==> src/rtl/brk_seq_pkg.sv <==
package brk_seq_pkg;
  localparam int DW = 8;
  localparam int AW = 2 * DW;

  typedef enum logic [2:0] {
    ST_IDLE, ST_OPER, ST_PUSH_HI, ST_PUSH_LO,
    ST_PUSH_P, ST_VEC_LO, ST_VEC_HI, ST_FETCH
  } step_e;

  localparam logic [DW-1:0] P_IRQ_OFF = 8'h04;
  localparam logic [DW-1:0] P_FORCED  = 8'h30;
endpackage

==> src/rtl/brk_seq_ctrl.sv <==
module brk_seq_ctrl
  import brk_seq_pkg::*;
(
  input  logic  clk_i,
  input  logic  rst_ni,
  input  logic  start_i,
  output step_e step_o,
  output logic  take_o,
  output logic  done_o
);
  step_e step_q;

  assign take_o = start_i && (step_q == ST_IDLE);
  assign step_o = step_q;

  always_ff @(posedge clk_i or negedge rst_ni) begin
    if (!rst_ni) begin
      step_q <= ST_IDLE;
      done_o <= 1'b0;
    end else begin
      done_o <= (step_q == ST_FETCH);
      unique case (step_q)
        ST_IDLE:  if (start_i) step_q <= ST_OPER;
        ST_FETCH: step_q <= ST_IDLE;
        default:  step_q <= step_e'(step_q + 3'd1);
      endcase
    end
  end


  done_pulse_chk: assert property (@(posedge clk_i) disable iff (!rst_ni)
    done_o |=> !done_o);

  busy_hold_chk: assert property (@(posedge clk_i) disable iff (!rst_ni)
    (step_q == ST_PUSH_HI) |=> (step_q == ST_PUSH_LO));
endmodule

==> src/rtl/brk_seq_bus.sv <==
module brk_seq_bus
  import brk_seq_pkg::*;
#(
  parameter logic [DW-1:0] STACK_PAGE = 8'h01,
  parameter logic [DW-1:0] VEC_PAGE   = 8'hFF
) (
  input  step_e          step_i,
  input  logic [AW-1:0]  pc_i,
  input  logic [DW-1:0]  s_i,
  input  logic [DW-1:0]  p_i,
  input  logic [DW-1:0]  type_i,
  output logic [AW-1:0]  addr_o,
  output logic [DW-1:0]  wdata_o,
  output logic           we_o,
  output logic           rd_o
);
  logic [AW-1:0] vec_lo, vec_hi, stk;

  assign vec_lo = {VEC_PAGE, {DW{1'b0}}} + AW'(type_i);
  assign vec_hi = vec_lo + AW'(1);
  assign stk    = {STACK_PAGE, s_i};

  always_comb begin
    addr_o  = '0;
    wdata_o = '0;
    we_o    = 1'b0;
    rd_o    = 1'b0;
    unique case (step_i)
      ST_OPER, ST_FETCH: begin addr_o = pc_i; rd_o = 1'b1; end
      ST_PUSH_HI: begin addr_o = stk; wdata_o = pc_i[AW-1:DW]; we_o = 1'b1; end
      ST_PUSH_LO: begin addr_o = stk; wdata_o = pc_i[DW-1:0];  we_o = 1'b1; end
      ST_PUSH_P:  begin addr_o = stk; wdata_o = p_i | P_FORCED; we_o = 1'b1; end
      ST_VEC_LO:  begin addr_o = vec_lo; rd_o = 1'b1; end
      ST_VEC_HI:  begin addr_o = vec_hi; rd_o = 1'b1; end
      default: ;
    endcase
  end


  one_access_chk: assert final (!(we_o && rd_o));
endmodule

==> src/rtl/brk_seq.sv <==
module brk_seq
  import brk_seq_pkg::*;
#(
  parameter logic [DW-1:0] BRK_TYPE = 8'hFE
) (
  input  logic          clk_i,
  input  logic          rst_ni,
  input  logic          start_i,
  input  logic          is_brk_i,
  input  logic [7:0]    type_i,
  input  logic [15:0]   pc_i,
  input  logic [7:0]    p_i,
  input  logic [7:0]    s_i,
  input  logic [7:0]    rdata_i,
  output logic [15:0]   addr_o,
  output logic [7:0]    wdata_o,
  output logic          we_o,
  output logic          rd_o,
  output logic [15:0]   pc_o,
  output logic [7:0]    s_o,
  output logic [7:0]    p_o,
  output logic          done_o
);
  step_e         step;
  logic          take;
  logic [AW-1:0] pc_q;
  logic [DW-1:0] s_q, p_q, type_q, vlo_q;
  logic          brk_q;

  brk_seq_ctrl u_ctrl (
    .clk_i, .rst_ni, .start_i,
    .step_o(step), .take_o(take), .done_o
  );

  brk_seq_bus u_bus (
    .step_i(step), .pc_i(pc_q), .s_i(s_q), .p_i(p_q), .type_i(type_q),
    .addr_o, .wdata_o, .we_o, .rd_o
  );

  always_ff @(posedge clk_i or negedge rst_ni) begin
    if (!rst_ni) begin
      pc_q   <= '0;
      s_q    <= '0;
      p_q    <= '0;
      type_q <= '0;
      vlo_q  <= '0;
      brk_q  <= 1'b0;
    end else if (take) begin
      pc_q   <= pc_i;
      s_q    <= s_i;
      p_q    <= p_i;
      brk_q  <= is_brk_i;
      type_q <= is_brk_i ? BRK_TYPE : type_i;
    end else begin
      unique case (step)
        ST_OPER:    if (brk_q) pc_q <= pc_q + AW'(1);
        ST_PUSH_HI,
        ST_PUSH_LO: s_q <= s_q - DW'(1);
        ST_PUSH_P: begin
          s_q <= s_q - DW'(1);
          p_q <= p_q | P_IRQ_OFF;
        end
        ST_VEC_LO:  vlo_q <= rdata_i;
        ST_VEC_HI:  pc_q  <= {rdata_i, vlo_q};
        ST_FETCH:   pc_q  <= pc_q + AW'(1);
        default: ;
      endcase
    end
  end

  assign pc_o = pc_q;
  assign s_o  = s_q;
  assign p_o  = p_q;


  s_dec_chk: assert property (@(posedge clk_i) disable iff (!rst_ni)
    we_o |=> (s_o == $past(s_o) - 8'd1));

  irq_off_chk: assert property (@(posedge clk_i) disable iff (!rst_ni)
    $fell(we_o) |-> p_o[2]);

  we_window_chk: assert property (@(posedge clk_i) disable iff (!rst_ni)
    (we_o && !$past(we_o)) |-> (done_o == 1'b0) ##1 we_o ##1 we_o ##1 !we_o);
endmodule

==> config.mk <==
export PLATFORM = sky130hd
export DESIGN_NAME = brk_seq
export DESIGN_NICKNAME = d
export VERILOG_FILES = /design/src/rtl/brk_seq_pkg.sv /design/src/rtl/brk_seq_ctrl.sv /design/src/rtl/brk_seq_bus.sv /design/src/rtl/brk_seq.sv
export SDC_FILE = /design/constraint.sdc
export NUM_CORES = 1
export LEC_CHECK = 0
export BUFFER_PORTS_ARGS = -buffer_cell sky130_fd_sc_hd__clkbuf_2
export CORE_MARGIN = 3
export CORE_UTILIZATION = 55
export CTS_CLUSTER_DIAMETER = 150
export DETAILED_ROUTE_END_ITERATION = 12
export GPL_TIMING_DRIVEN = 0
export PLACE_DENSITY = 0.86
export SETUP_SLACK_MARGIN = 0.1
export SLEW_MARGIN = 20
export SYNTH_ARGS = -nofsm -noshare
export SYNTH_HDL_FRONTEND = slang
export SYNTH_SLANG_ARGS = --single-unit
==> constraint.sdc <==
create_clock -name clk_i -period 5.3 [get_ports clk_i]
set_input_delay 0.265 -clock clk_i [delete_from_list [all_inputs] [get_ports clk_i]]
set_output_delay 0.265 -clock clk_i [all_outputs]
set_load 0.01 [all_outputs]
* Word-level counts from Yosys, hierarchy flattened
Index checks and enable logic that the tools add are counted.
Word-level totals: flip-flop bits (word level) 53, output and inout bits 59
Cells by class: add/sub/neg operators 5, equal/unequal tests 9, muxes and demuxes 14, bitwise operators 1, reduce and logical (&&, ||, !) cells 10
Operators by type and width (count):
- 16-bit one-hot mux with 4 select lines | 1
- 16-bit one-hot mux with 3 select lines | 1
- 16-bit by 1-bit adder with 16-bit output, second input constant | 2
- 16-bit two-way mux | 2
- 8-bit two-way mux | 4
- 8-bit one-hot mux with 3 select lines | 1
- 3-bit equality test, second input constant | 4
- 9-bit by 9-bit adder with 10-bit output, first input constant | 1
- 8-bit by 1-bit subtractor with 8-bit output, second input constant | 1
- 3-bit by 2-bit equality test with 1-bit output, second input constant | 2
- 3-bit two-way mux | 2
- 3-bit one-hot mux with 2 select lines | 1
- 2-bit AND reduction | 2
- 2-bit nonzero test | 2
- 4-bit nonzero test | 1
- 4-bit OR reduction | 1
- 3-bit by 1-bit adder with 3-bit output, second input constant | 1
- 3-bit by 1-bit equality test with 1-bit output, second input constant | 1
- 3-bit zero test | 1
- 3-bit != test, second input constant | 1
- 3-bit OR reduction | 1
- 1-bit two-way mux | 2
- 2-bit != test, second input constant | 1
- 2-bit OR reduction | 1
- 2 further kinds | 2

* Logic depth before layout (Yosys ltp)
word-level depth 4, mapped depth 9

* By module
A second synthesis with hierarchy kept.
Second synthesis, totals: cell total of the unflattened synthesis 429, area total of the unflattened synthesis 3957.5 sq um
By module, submodules not included:
- brk_seq | times used 1, cells an instance 279, area an instance 2831.5 sq um
- brk_seq_bus | times used 1, cells an instance 131, area an instance 907.1 sq um
- brk_seq_ctrl | times used 1, cells an instance 19, area an instance 219.0 sq um

* Worst setup path after synthesis
OpenSTA, ideal clock, no wires.
path kind reg-to-output, start register u_ctrl.step_q[0] (netlist: u_ctrl.step_o[0]), end output port addr_o[3], arrival time 2.000 ns, path slack 3.035 ns, cell stages (with the launch flop) 9, path buffers 3, path through dfrtp_1 > ha_1 > ha_1 > clkbuf_1 > or3_1 > buf_6 > buf_8 > a222oi_1 > o21ai_1
Between the ends: cells in the longest elaborated chain, start to end 3
Ends and longest elaborated chain:
- start, declared | RTL line brk_seq_ctrl.sv:11 | step_e step_q;
- start signal, assigned | RTL line brk_seq_ctrl.sv:25 | default: step_q <= step_e'(step_q + 3'd1);
- 3-bit by 2-bit equality test with 1-bit output, or another cell as far along | RTL line brk_seq_bus.sv:28 | unique case (step_i)
- 3-bit OR reduction (no source line) or 2-bit OR reduction (tied branches)
- 16-bit one-hot mux with 4 select lines * | RTL line brk_seq_bus.sv:28
- end, declared | RTL line brk_seq.sv:15 | output logic [15:0] addr_o,
Mark *: on every way between the ends. The rest lies on a longest branch, timed or not.

* Worst setup path in the final report
start register u_ctrl.step_q[0] (netlist: u_ctrl.step_o[0]), end output port addr_o[4]
Same word-level chain as after synthesis.

==> results by group <==
Status
  • Outcome: completed

Critical path
  • Worst path bufs/invs: 4
  • Crit path to: addr_o[4]
  • RR Startpoint: u_ctrl.step_o[0]
  • Worst EP required: just over 5 ns
  • Worst setup path class: register to output port
  • Crit path from: u_ctrl.step_o[0]
  • Most frequent CP cell: ha_1
  • CP Launch Type: register
  • Critical path capture point type: output port
  • CP max-delay cell: or3_1
  • FF-to-FF setup slack: 3.02 ns
  • Worst R2R End: s_o[3]
  • Crit Path Max Fanout: 10
  • Worst path depth: 9
  • Crit path DAT: 2.73 ns
  • Critical path's largest stage delay: about 0.45 ns
  • Worst R2R Path Depth: 8
  • Crit path cell chain: ha_1 -> ha_1 -> clkbuf_1 -> or3_1 -> buf_6 -> buf_8 -> a222oi_1 -> o21ai_1 -> clkbuf_2
  • CP top delay family: buffers and inverters

Route
  • Initial DRC Count: 511
  • Vias post-DR: 3665
  • Post-route ant nets: 0
  • Final WL: between 10000 and 15000 µm
  • Vias per inst: ~6
  • Drc violations: 0
  • Drt pass-1 iters: 8
  • WL per Instance: between 15 and 20 µm

Min path
  • Worst hold path type: input pin to async pin

Synth
  • Syn Area/Cell: roughly 8 µm²
  • Ys async rst share: 100%
  • Syn Inst Count: roughly 420
  • Synth warn: 0
  • Synthesized cell area: 3370 µm²
  • Post-synth EDFFs: 0
  • Synth unique cells: 50
  • Primary FF master, synth: dfrtp_1
  • Post-Syn Nets: between 400 and 500
  • Yosys reg bits: 53
  • Sequential area share after synthesis: 39.3%

Floorplan
  • I/O pin total: 111
  • FP Rows: 27
  • Initial Util: about three fifths
  • Die X: around 84 µm
  • Full die area: 7110 µm²
  • Core area: approximately 5700 µm²
  • Die Height: 84.3 µm

Timing
  • Final Max Slew Viols: 0
  • Endpoints failing setup: 0
  • Worst Skew: 0.0128 ns
  • Worst slew pin tran: 0.733 ns
  • Min Tclk post-route: 2.99 ns
  • RSZ-0062 raised after global routing: false
  • Hold Vio Cnt, Final: 0
  • Final setup TNS: 0 ns
  • Max transition margin: 51.2%
  • F_max: 334 MHz
  • Tcrit/Tclk final: 56.5%
  • Hold_ws: 0.0179 ns

Clocking
  • Hold-fix buffers at CTS: 0
  • # H-tree levels: 2
  • TritonCTS clock tree: built
  • Clock Latency Late Sink: 0.32 ns
  • # resized after CTS: 0
  • CTS root buf: clkbuf_8
  • Setup bufs post-CTS: 0
  • Clk buf depth: 2
  • Clock transition at the registers of the reported paths: approximately 0.10 ns
  • Clock sinks: 53
  • Cts bufs inserted: 5

Global routing
  • Vias in the first global route: 3555
  • Largest net degree at the start of global routing: 54
  • Congestion Overflow GR: 0
  • Total track usage: 30.1%
  • Initial antenna violation count: 0
  • First-pass GRT wire length: 17500 µm

Placed design
  • GPL Wtd Cong: 0.921
  • IO buf count: 110
  • Dpl cell area: 4020 µm²
  • Dpl hpwl: a little under 8000 µm

Job
  • Max-cap violations: 0

Power and ir drop
  • Peak supply drop: 0.000361 V
  • Leakage Power: 2.02 nW
  • Pwr dens: 689 nW/µm²
  • Total power: approximately 2.9 mW

Layout
  • # diodes: 0
  • Filler cells: ~460
  • Commonest non-fill, non-tap cell in the layout: nand2_1
  • Nets@finish: 600
  • Commonest cells after routing, fill and taps aside: nand2_1, clkbuf_2, dfrtp_1, o21ai_0, nor2_1
  • Area added between synthesis and finish: 22.6%
  • Final instance area: 4140 µm²
  • Layout cells sized above 1: 26.0%
[final cells by class]
| cell class | count | area (µm²) | area share [%] |
|---|---|---|---|
| Multi-Input combinational cell | 332 | 1870 | 45.1 |
| Clock inverter | 2 | 37.5 | 0.907 |
| Timing Repair Buffer | 110 | 553 | 13.4 |
| Tap cell | 72 | 90.1 | 2.18 |
| Buffer | 29 | 156 | 3.78 |
| Sequential cell | 53 | 1330 | 32.1 |
| Inverter | 7 | 26.3 | 0.635 |
| Clock buffer | 6 | 82.6 | 2.00 |
[worst min-delay path by stage]
stage	to	slack, ns	cells past startpoint
6_report	u_ctrl.step_o[0]	0.02	1
5_1_grt	u_ctrl.done_o	0.08	1
4_1_cts	u_ctrl.step_o[0]	0.06	1
3_5_place_dp	pc_o[1]	0.39	1
3_3_place_gp	p_o[5]	0.46	3
2_1_floorplan	brk_q	-0.03	0
[cell usage after synthesis, types with 2 or more instances]
master	n	area [µm²]
o22ai_1	6	37.5
nor2_1	32	120
xor2_1	13	114
nor3_1	5	25.0
o21ai_0	34	170
and2_1	5	31.3
and3_1	2	12.5
a221oi_1	3	26.3
nand4b_1	2	17.5
inv_1	7	26.3
buf_4	3	22.5
o31ai_1	3	22.5
nand3_1	13	65.1
xnor2_1	7	61.3
dfrtp_1	53	1330
buf_6	2	22.5
nand3b_1	3	22.5
or2_1	2	12.5
clkbuf_1	14	52.6
nand4_1	4	25.0
a211oi_1	4	30.0
buf_2	8	40.0
nor4_1	3	18.8
o21ai_1	7	35.0
nand2_1	115	432
a21oi_1	23	115
a221o_1	2	20.0
a222oi_1	13	130
a31oi_1	3	18.8
ha_1	10	125
[per-layer routing]
metal	track usage (%)	vias up	share of wire [%]
met5	0	-	0
met4	10.2	0	2.6
met3	4.81	34	12
met2	47.1	248	46
met1	42.6	1678	40
li1	-	1705	-
[registers in the layout, indices dropped and copies added, names as in the netlist]
register	flops
u_ctrl.done_o	1
pc_o	16
type_q	8
brk_q	1
p_o	8
s_o	8
u_ctrl.step_o	3
vlo_q	8
[logic make-up (layout without fill, tap and decap cells)]
| family | after synthesis | count (layout) | synth area share, % |
|---|---|---|---|
| DFF | 53 | 53 | 39.3 |
| AOI/OAI and AO/OA | 103 | 103 | 19.5 |
| adders and majority gates | 10 | 10 | 3.71 |
| buffers and inverters | 36 | 154 | 5.41 |
| muxes | 1 | 1 | 0.297 |
| and+or+nand+nor | 198 | 198 | 26.6 |
| xor gates and xnor gates | 20 | 20 | 5.19 |
[power by group]
group          leakage (nW)  internal [mW]  switching, mW  total [mW]
Sequential            0.632          0.601          0.268       0.869
Clock                0.0574          0.154          0.146       0.300
Combinational          1.34          0.679           1.00        1.68
[through the flow]
| stage | setup slack, ns | util, % | instances |
|---|---|---|---|
| 6_report | 2.31 | 72.5 | 611 |
| 3_3_place_gp | 2.76 | 70.3 | 603 |
| 2_1_floorplan | 3.04 | - | 421 |
| 4_1_cts | 2.33 | 72.5 | 611 |
| 3_5_place_dp | 2.73 | 70.4 | 603 |
| 5_1_grt | 2.15 | 72.5 | 611 |
Note: power is estimated with default switching activity, not from simulation.
